<file path="src/rtl/cmt_pkg.sv">
package cmt_pkg;

    localparam int PRE_W = 6;

    typedef enum logic [1:0] {
        A_CTRL = 2'd0,
        A_STAT = 2'd1,
        A_CMP  = 2'd2,
        A_CNT  = 2'd3
    } reg_addr_e;

    typedef enum logic [1:0] {
        DIV_1  = 2'd0,
        DIV_4  = 2'd1,
        DIV_16 = 2'd2,
        DIV_64 = 2'd3
    } div_sel_e;

    typedef struct packed {
        div_sel_e div;
        logic     irq_en;
        logic     free_run;
        logic     start;
    } ctrl_t;

    localparam int CTRL_W = $bits(ctrl_t);

    function automatic logic [PRE_W-1:0] div_mask(div_sel_e d);
        case (d)
            DIV_1:   return 6'd0;
            DIV_4:   return 6'd3;
            DIV_16:  return 6'd15;
            default: return 6'd63;
        endcase
    endfunction

endpackage

</file>
<file path="src/rtl/cmt_prescaler.sv">
module cmt_prescaler
    import cmt_pkg::*;
(
    input  logic     clk,
    input  logic     rst,
    input  logic     run,
    input  div_sel_e div,
    output logic     tick
);
    logic [PRE_W-1:0] phase;
    logic [PRE_W-1:0] mask;

    assign mask = div_mask(div);
    assign tick = run && ((phase & mask) == mask);

    always_ff @(posedge clk) begin
        if (rst || !run) phase <= '0;
        else             phase <= phase + 1'b1;
    end

    // a stopped channel restarts its prescaler phase from zero
    a_r8_phase_restart: assert property (@(posedge clk) disable iff (rst)
        !run |=> phase == '0);

endmodule

</file>
<file path="src/rtl/cmt_counter.sv">
module cmt_counter #(
    parameter int CNT_W = 32
) (
    input  logic             clk,
    input  logic             rst,
    input  logic             tick,
    input  logic [CNT_W-1:0] cmp,
    input  logic             load,
    input  logic [CNT_W-1:0] load_val,
    output logic [CNT_W-1:0] cnt,
    output logic             match,
    output logic             wrap
);
    assign match = tick && (cnt == cmp);
    assign wrap  = match && (&cmp);

    always_ff @(posedge clk) begin
        if (rst)        cnt <= '0;
        else if (load)  cnt <= load_val;
        else if (match) cnt <= '0;
        else if (tick)  cnt <= cnt + 1'b1;
    end

    a_r4_clear_on_match: assert property (@(posedge clk) disable iff (rst)
        match |=> cnt == '0);

    a_r6_step_on_tick: assert property (@(posedge clk) disable iff (rst)
        (tick && !match && !load) |=> cnt == $past(cnt) + 1'b1);

    a_r11_hold_without_tick: assert property (@(posedge clk) disable iff (rst)
        (!tick && !load) |=> $stable(cnt));

endmodule

</file>
<file path="src/rtl/cmt_regs.sv">
module cmt_regs
    import cmt_pkg::*;
#(
    parameter int CNT_W = 32
) (
    input  logic             clk,
    input  logic             rst,
    input  logic             wr_en,
    input  logic [1:0]       wr_addr,
    input  logic [CNT_W-1:0] wr_data,
    input  logic             match,
    input  logic             wrap,
    output ctrl_t            ctrl,
    output logic [CNT_W-1:0] cmp,
    output logic             cmf,
    output logic             ovf,
    output logic             cnt_load
);
    reg_addr_e addr;
    logic      wr_ctrl, wr_stat, wr_cmp;

    assign addr     = reg_addr_e'(wr_addr);
    assign wr_ctrl  = wr_en && (addr == A_CTRL);
    assign wr_stat  = wr_en && (addr == A_STAT);
    assign wr_cmp   = wr_en && (addr == A_CMP) && !ctrl.start;
    assign cnt_load = wr_en && (addr == A_CNT) && !ctrl.start;

    always_ff @(posedge clk) begin
        if (rst) begin
            ctrl <= '0;
            cmp  <= '1;
            cmf  <= 1'b0;
            ovf  <= 1'b0;
        end else begin
            if (wr_ctrl) begin
                if (ctrl.start) ctrl.start <= wr_data[0];
                else            ctrl       <= ctrl_t'(wr_data[CTRL_W-1:0]);
            end
            if (match && !ctrl.free_run) ctrl.start <= 1'b0;
            if (wr_cmp) cmp <= wr_data;
            if (wr_stat) begin
                cmf <= cmf & wr_data[0];
                ovf <= ovf & wr_data[1];
            end
            if (match) cmf <= 1'b1;
            if (wrap)  ovf <= 1'b1;
        end
    end

    a_r3_cmp_locked: assert property (@(posedge clk) disable iff (rst)
        ctrl.start |=> $stable(cmp));

    a_r3_mode_locked: assert property (@(posedge clk) disable iff (rst)
        ctrl.start |=> (ctrl.free_run == $past(ctrl.free_run)) && (ctrl.div == $past(ctrl.div)));

    a_r5_oneshot_stops: assert property (@(posedge clk) disable iff (rst)
        (match && !ctrl.free_run) |=> !ctrl.start);

    a_r9_set_wins: assert property (@(posedge clk) disable iff (rst)
        match |=> cmf);

    a_r7_ovf_all_ones: assert property (@(posedge clk) disable iff (rst)
        $rose(ovf) |-> (&cmp));

endmodule

</file>
<file path="src/rtl/cmt_channel.sv">
module cmt_channel
    import cmt_pkg::*;
#(
    parameter int CNT_W = 32
) (
    input  logic             clk,
    input  logic             rst,
    input  logic             wr_en,
    input  logic [1:0]       wr_addr,
    input  logic [CNT_W-1:0] wr_data,
    output logic [CNT_W-1:0] count_o,
    output logic             match_flag_o,
    output logic             ovf_flag_o,
    output logic             running_o,
    output logic             irq_o
);
    ctrl_t            ctrl;
    logic [CNT_W-1:0] cmp;
    logic             cmf, ovf, cnt_load, tick, match, wrap;

    cmt_regs #(.CNT_W(CNT_W)) u_regs (
        .clk(clk), .rst(rst), .wr_en(wr_en), .wr_addr(wr_addr),
        .wr_data(wr_data), .match(match), .wrap(wrap), .ctrl(ctrl),
        .cmp(cmp), .cmf(cmf), .ovf(ovf), .cnt_load(cnt_load)
    );

    cmt_prescaler u_pre (
        .clk(clk), .rst(rst), .run(ctrl.start), .div(ctrl.div), .tick(tick)
    );

    cmt_counter #(.CNT_W(CNT_W)) u_cnt (
        .clk(clk), .rst(rst), .tick(tick), .cmp(cmp), .load(cnt_load),
        .load_val(wr_data), .cnt(count_o), .match(match), .wrap(wrap)
    );

    assign match_flag_o = cmf;
    assign ovf_flag_o   = ovf;
    assign running_o    = ctrl.start;
    assign irq_o        = cmf & ctrl.irq_en;

    a_r2_idle_no_count: assert property (@(posedge clk) disable iff (rst)
        (!running_o && !cnt_load) |=> $stable(count_o));

    a_r10_irq_needs_flag: assert property (@(posedge clk) disable iff (rst)
        irq_o |-> match_flag_o);

endmodule

</file>
<file path="config.mk">
export PLATFORM = sky130hd
export DESIGN_NAME = cmt_channel
export DESIGN_NICKNAME = d
export VERILOG_FILES = /design/src/rtl/cmt_pkg.sv /design/src/rtl/cmt_prescaler.sv /design/src/rtl/cmt_counter.sv /design/src/rtl/cmt_regs.sv /design/src/rtl/cmt_channel.sv
export SDC_FILE = /design/constraint.sdc
export NUM_CORES = 1
export LEC_CHECK = 0
export ABC_AREA = 1
export CORE_AREA = 2 2 101 93
export DETAILED_ROUTE_END_ITERATION = 8
export DIE_AREA = 0 0 103 95
export DONT_BUFFER_PORTS = 1
export HOLD_SLACK_MARGIN = 0.05
export PLACE_DENSITY = 0.78
export SYNTH_ARGS = -nofsm -noshare
export SYNTH_HDL_FRONTEND = slang
export SYNTH_HIERARCHICAL = 1
export SYNTH_SLANG_ARGS = --single-unit
</file>
<file path="constraint.sdc">
create_clock -name clk -period 5.68 [get_ports clk]
set_input_delay 1.136 -clock clk [delete_from_list [all_inputs] [get_ports clk]]
set_output_delay 1.136 -clock clk [all_outputs]
set_load 0.03 [all_outputs]
</file>
==> impl_metrics.tcl <==
set metrics [dict create \
    worstSkewPairLatency_ns 0.35 \
    post-route-worst-setup-slack_ns 2.671 \
    clk_transition_reported_paths_ns 0.08 \
    postCtsSetupBuffers 0 \
    drt-pass1-iter-count 7 \
    rsz0062_at_grt "no" \
    synth_area_per_cell_sq_um 6.381 \
    cts_resized 0 \
    std_cell_rows 33 \
    ctsHtreeMaxLevel 3 \
    fillerInstances 876 \
    worstSetupStartpointType "primary input" \
    arrival_ns 3.24 \
    layout.cells.non_filler 899 \
    power-per-cell-area_nw_per_um2 219.4 \
    cp-end-kind "flip-flop" \
    worst_tran_pin_value_ns 1.253 \
    asyncSetResetFlopFracSynth_pct 0 \
    dpl.hpwl_microns 11180 \
    die_area_sq_um 9785 \
    synthToLayoutAreaGrowth_pct 3.170 \
    cts.sinks 77 \
    timing.critical_path.required_ns 5.91 \
    status "complete, no violations" \
    dp_worst_setup_slack_ns 2.383 \
    route.detailed.vias_per_inst 5.779 \
    finish.utilization_pct 59.46 \
    hp-class "flip-flop to flip-flop" \
    place.detailed.instances 883 \
    syn_nets 837 \
    timing.max_cap.violations 0 \
    netlist_area_sq_um 5092 \
    post_drt_antenna_nets 0 \
    final_weighted_congestion_in_routability_driven_placement 1.009 \
    max-slew-margin-rel_pct 16.08 \
    rr_startpoint "u_pre/phase[2]$_SDFF_PP0_" \
    grt.total_usage_pct 31.99 \
    rr_endpoint "u_regs/ovf$_SDFFE_PP0P_" \
    final.period_utilization_pct 52.97 \
    detailedRoute.firstIterationViolations 466 \
    final_period_minus_worst_setup_slack_ns 3.009 \
    start_point_of_the_worst_min_delay_path "u_regs/ctrl[4]$_SDFFE_PP0P_" \
    drc 0 \
    ir_worst_vdd_uv 148.4 \
    worst_hold_path.num_cells 2 \
    clock_tree.buffer_depth 2 \
    nets 811 \
    core_region_area_sq_um 8836 \
    number_of_global_route_vias_before_repair 4802 \
    synth-edff-count 0 \
    maxSlewViolCount 0 \
    grt_pass1_wl_microns 24280 \
    synth_cell_type_count 33 \
    totalWireLength_microns 15420 \
    achievable-frequency_ghz 0.3324 \
    mostFrequentLayoutCell "nand2_1" \
    drive_above_1_share_pct 7.336 \
    cts_tree "yes" \
    pin_count 73 \
    die_w_microns 103 \
    hold_path_end "u_regs/ctrl[4]$_SDFFE_PP0P_" \
    crit_fanout 17 \
    wl_per_cell_microns 17.15 \
    die_height_microns 95 \
    synth_seq_area_share_pct 30.27 \
    largest_net_degree_at_the_start_of_global_routing 40 \
    fin_skew_ns 0.007019 \
    pleak_uw 0.002308 \
    vias 5195 \
    antenna_violations_before_repair 0 \
    yosysWarningCount 6 \
    synth.ff_latch_count 77 \
    ff2ff_path_depth 16 \
    remaining_global_route_overflow 0 \
    worst-r2r-setup-slack_ns 2.83 \
    setup_cp_type "primary input to flip-flop" \
    cts_root_buf "clkbuf_8" \
    finalSetupTns_ns 0 \
    postSynth.topFlopCell "dfxtp_1" \
    setup_viol 0 \
    inserted_clock_buffers 9 \
    num_antenna_cells 0 \
    post_synth_inst_count 798 \
    final_hold_viol_count 0 \
    layout.cells.most_common_list "nand2_1 (210), nand3_1 (108), inv_1 (99)" \
    cts-hold-fix-buffers 0 \
    initial_core_util_pct 57.63 \
    io_buffers 0 \
]
[layer usage]
layer  vias to the layer above  track usage [%]  wire [microns]
li1                       2513                -               -
met1                      2419            43.65            6732
met2                       233            50.27            6911
met3                        30            7.328            1387
met4                         0            9.649             390
met5                         -                0               0
[sequential cells by signal (all words and copies together) (netlist names)]
| register | cells |
|---|---|
| u_regs/ovf | 1 |
| u_cnt/cnt | 32 |
| u_regs/cmf | 1 |
| u_regs/ctrl | 5 |
| u_pre/phase | 6 |
| u_regs/cmp | 32 |
[area by class of cell]
cell class	instances	area, sq um	area share [%]
timing repair buffer	3	22.52	0.4287
inverter	103	386.6	7.359
tap	122	152.6	2.905
clock inverter	6	63.81	1.215
sequential	77	1541	29.34
multi-input combinational	578	2959	56.32
clock buffer	10	127.6	2.429
[cell families (layout without fill, tap and decap cells)]
family | after synthesis | in the layout | synth area share (%)
compound gates | 78 | 78 | 9.386
flops | 77 | 77 | 30.27
simple gates | 460 | 460 | 41.55
buf+inv | 143 | 122 | 11.77
xor+xnor | 38 | 38 | 6.536
fa+ha+maj | 2 | 2 | 0.4913
[metrics by stage]
| stage | hold WS [ns] | area [sq um] | power [uW] |
|---|---|---|---|
| after floorplan | 0.4349 | 5092 | 716.5 |
| after global placement | 0.4485 | 5062 | 743.0 |
| after detailed placement | 0.4629 | 5062 | 747.5 |
| after CTS | 0.4760 | 5254 | 1156 |
| after global routing | 0.4974 | 5254 | 1197 |
| final | 0.4812 | 5254 | 1152 |
[worst max-delay path by stage]
stage,startpoint,end,slack (ns)
2_1_floorplan,wr_en,u_cnt/cnt[5]$_SDFFE_PP0P_,3.27
3_3_place_gp,wr_en,u_cnt/cnt[13]$_SDFFE_PP0P_,2.50
3_5_place_dp,wr_en,u_cnt/cnt[13]$_SDFFE_PP0P_,2.38
4_1_cts,wr_en,u_cnt/cnt[13]$_SDFFE_PP0P_,2.76
5_1_grt,u_pre/phase[2]$_SDFF_PP0_,u_regs/ovf$_SDFFE_PP0P_,2.51
6_report,wr_en,u_cnt/cnt[13]$_SDFFE_PP0P_,2.67
[Yosys cell counts (3+ instances only)]
cell / instances / area (sq um)
buf_2: 14 / 70.07
buf_6: 3 / 33.78
nor2_1: 69 / 259.0
nor2_4: 7 / 78.83
nand2_1: 210 / 788.3
nand3_1: 108 / 540.5
nand3_2: 8 / 80.08
clkbuf_2: 4 / 20.02
a21oi_1: 40 / 200.2
clkbuf_1: 16 / 60.06
a22oi_1: 32 / 240.2
nand2_2: 12 / 75.07
nor2_2: 4 / 25.02
inv_2: 3 / 11.26
o22ai_1: 3 / 18.77
xor2_1: 20 / 175.2
nand4_1: 24 / 150.1
dfxtp_1: 77 / 1541
nor3_1: 4 / 20.02
xnor2_1: 18 / 157.7
inv_1: 99 / 371.6
and2_1: 6 / 37.54
[where the power goes]
part	switching, uW	leakage [uW]	internal (uW)
clock network	211	0.0000923	203
registers	53.4	0.000628	561
logic	77.6	0.00159	46.6
total	342	0.00231	810
[worst max-delay path: stages]
cell and delay (ns):
nand2_2 0.06, nor3b_2 0.98, nor2_2 0.40, buf_4 0.34
a22oi_1 0.20, a21oi_1 0.11
Power figures use the tool's default switching activity.
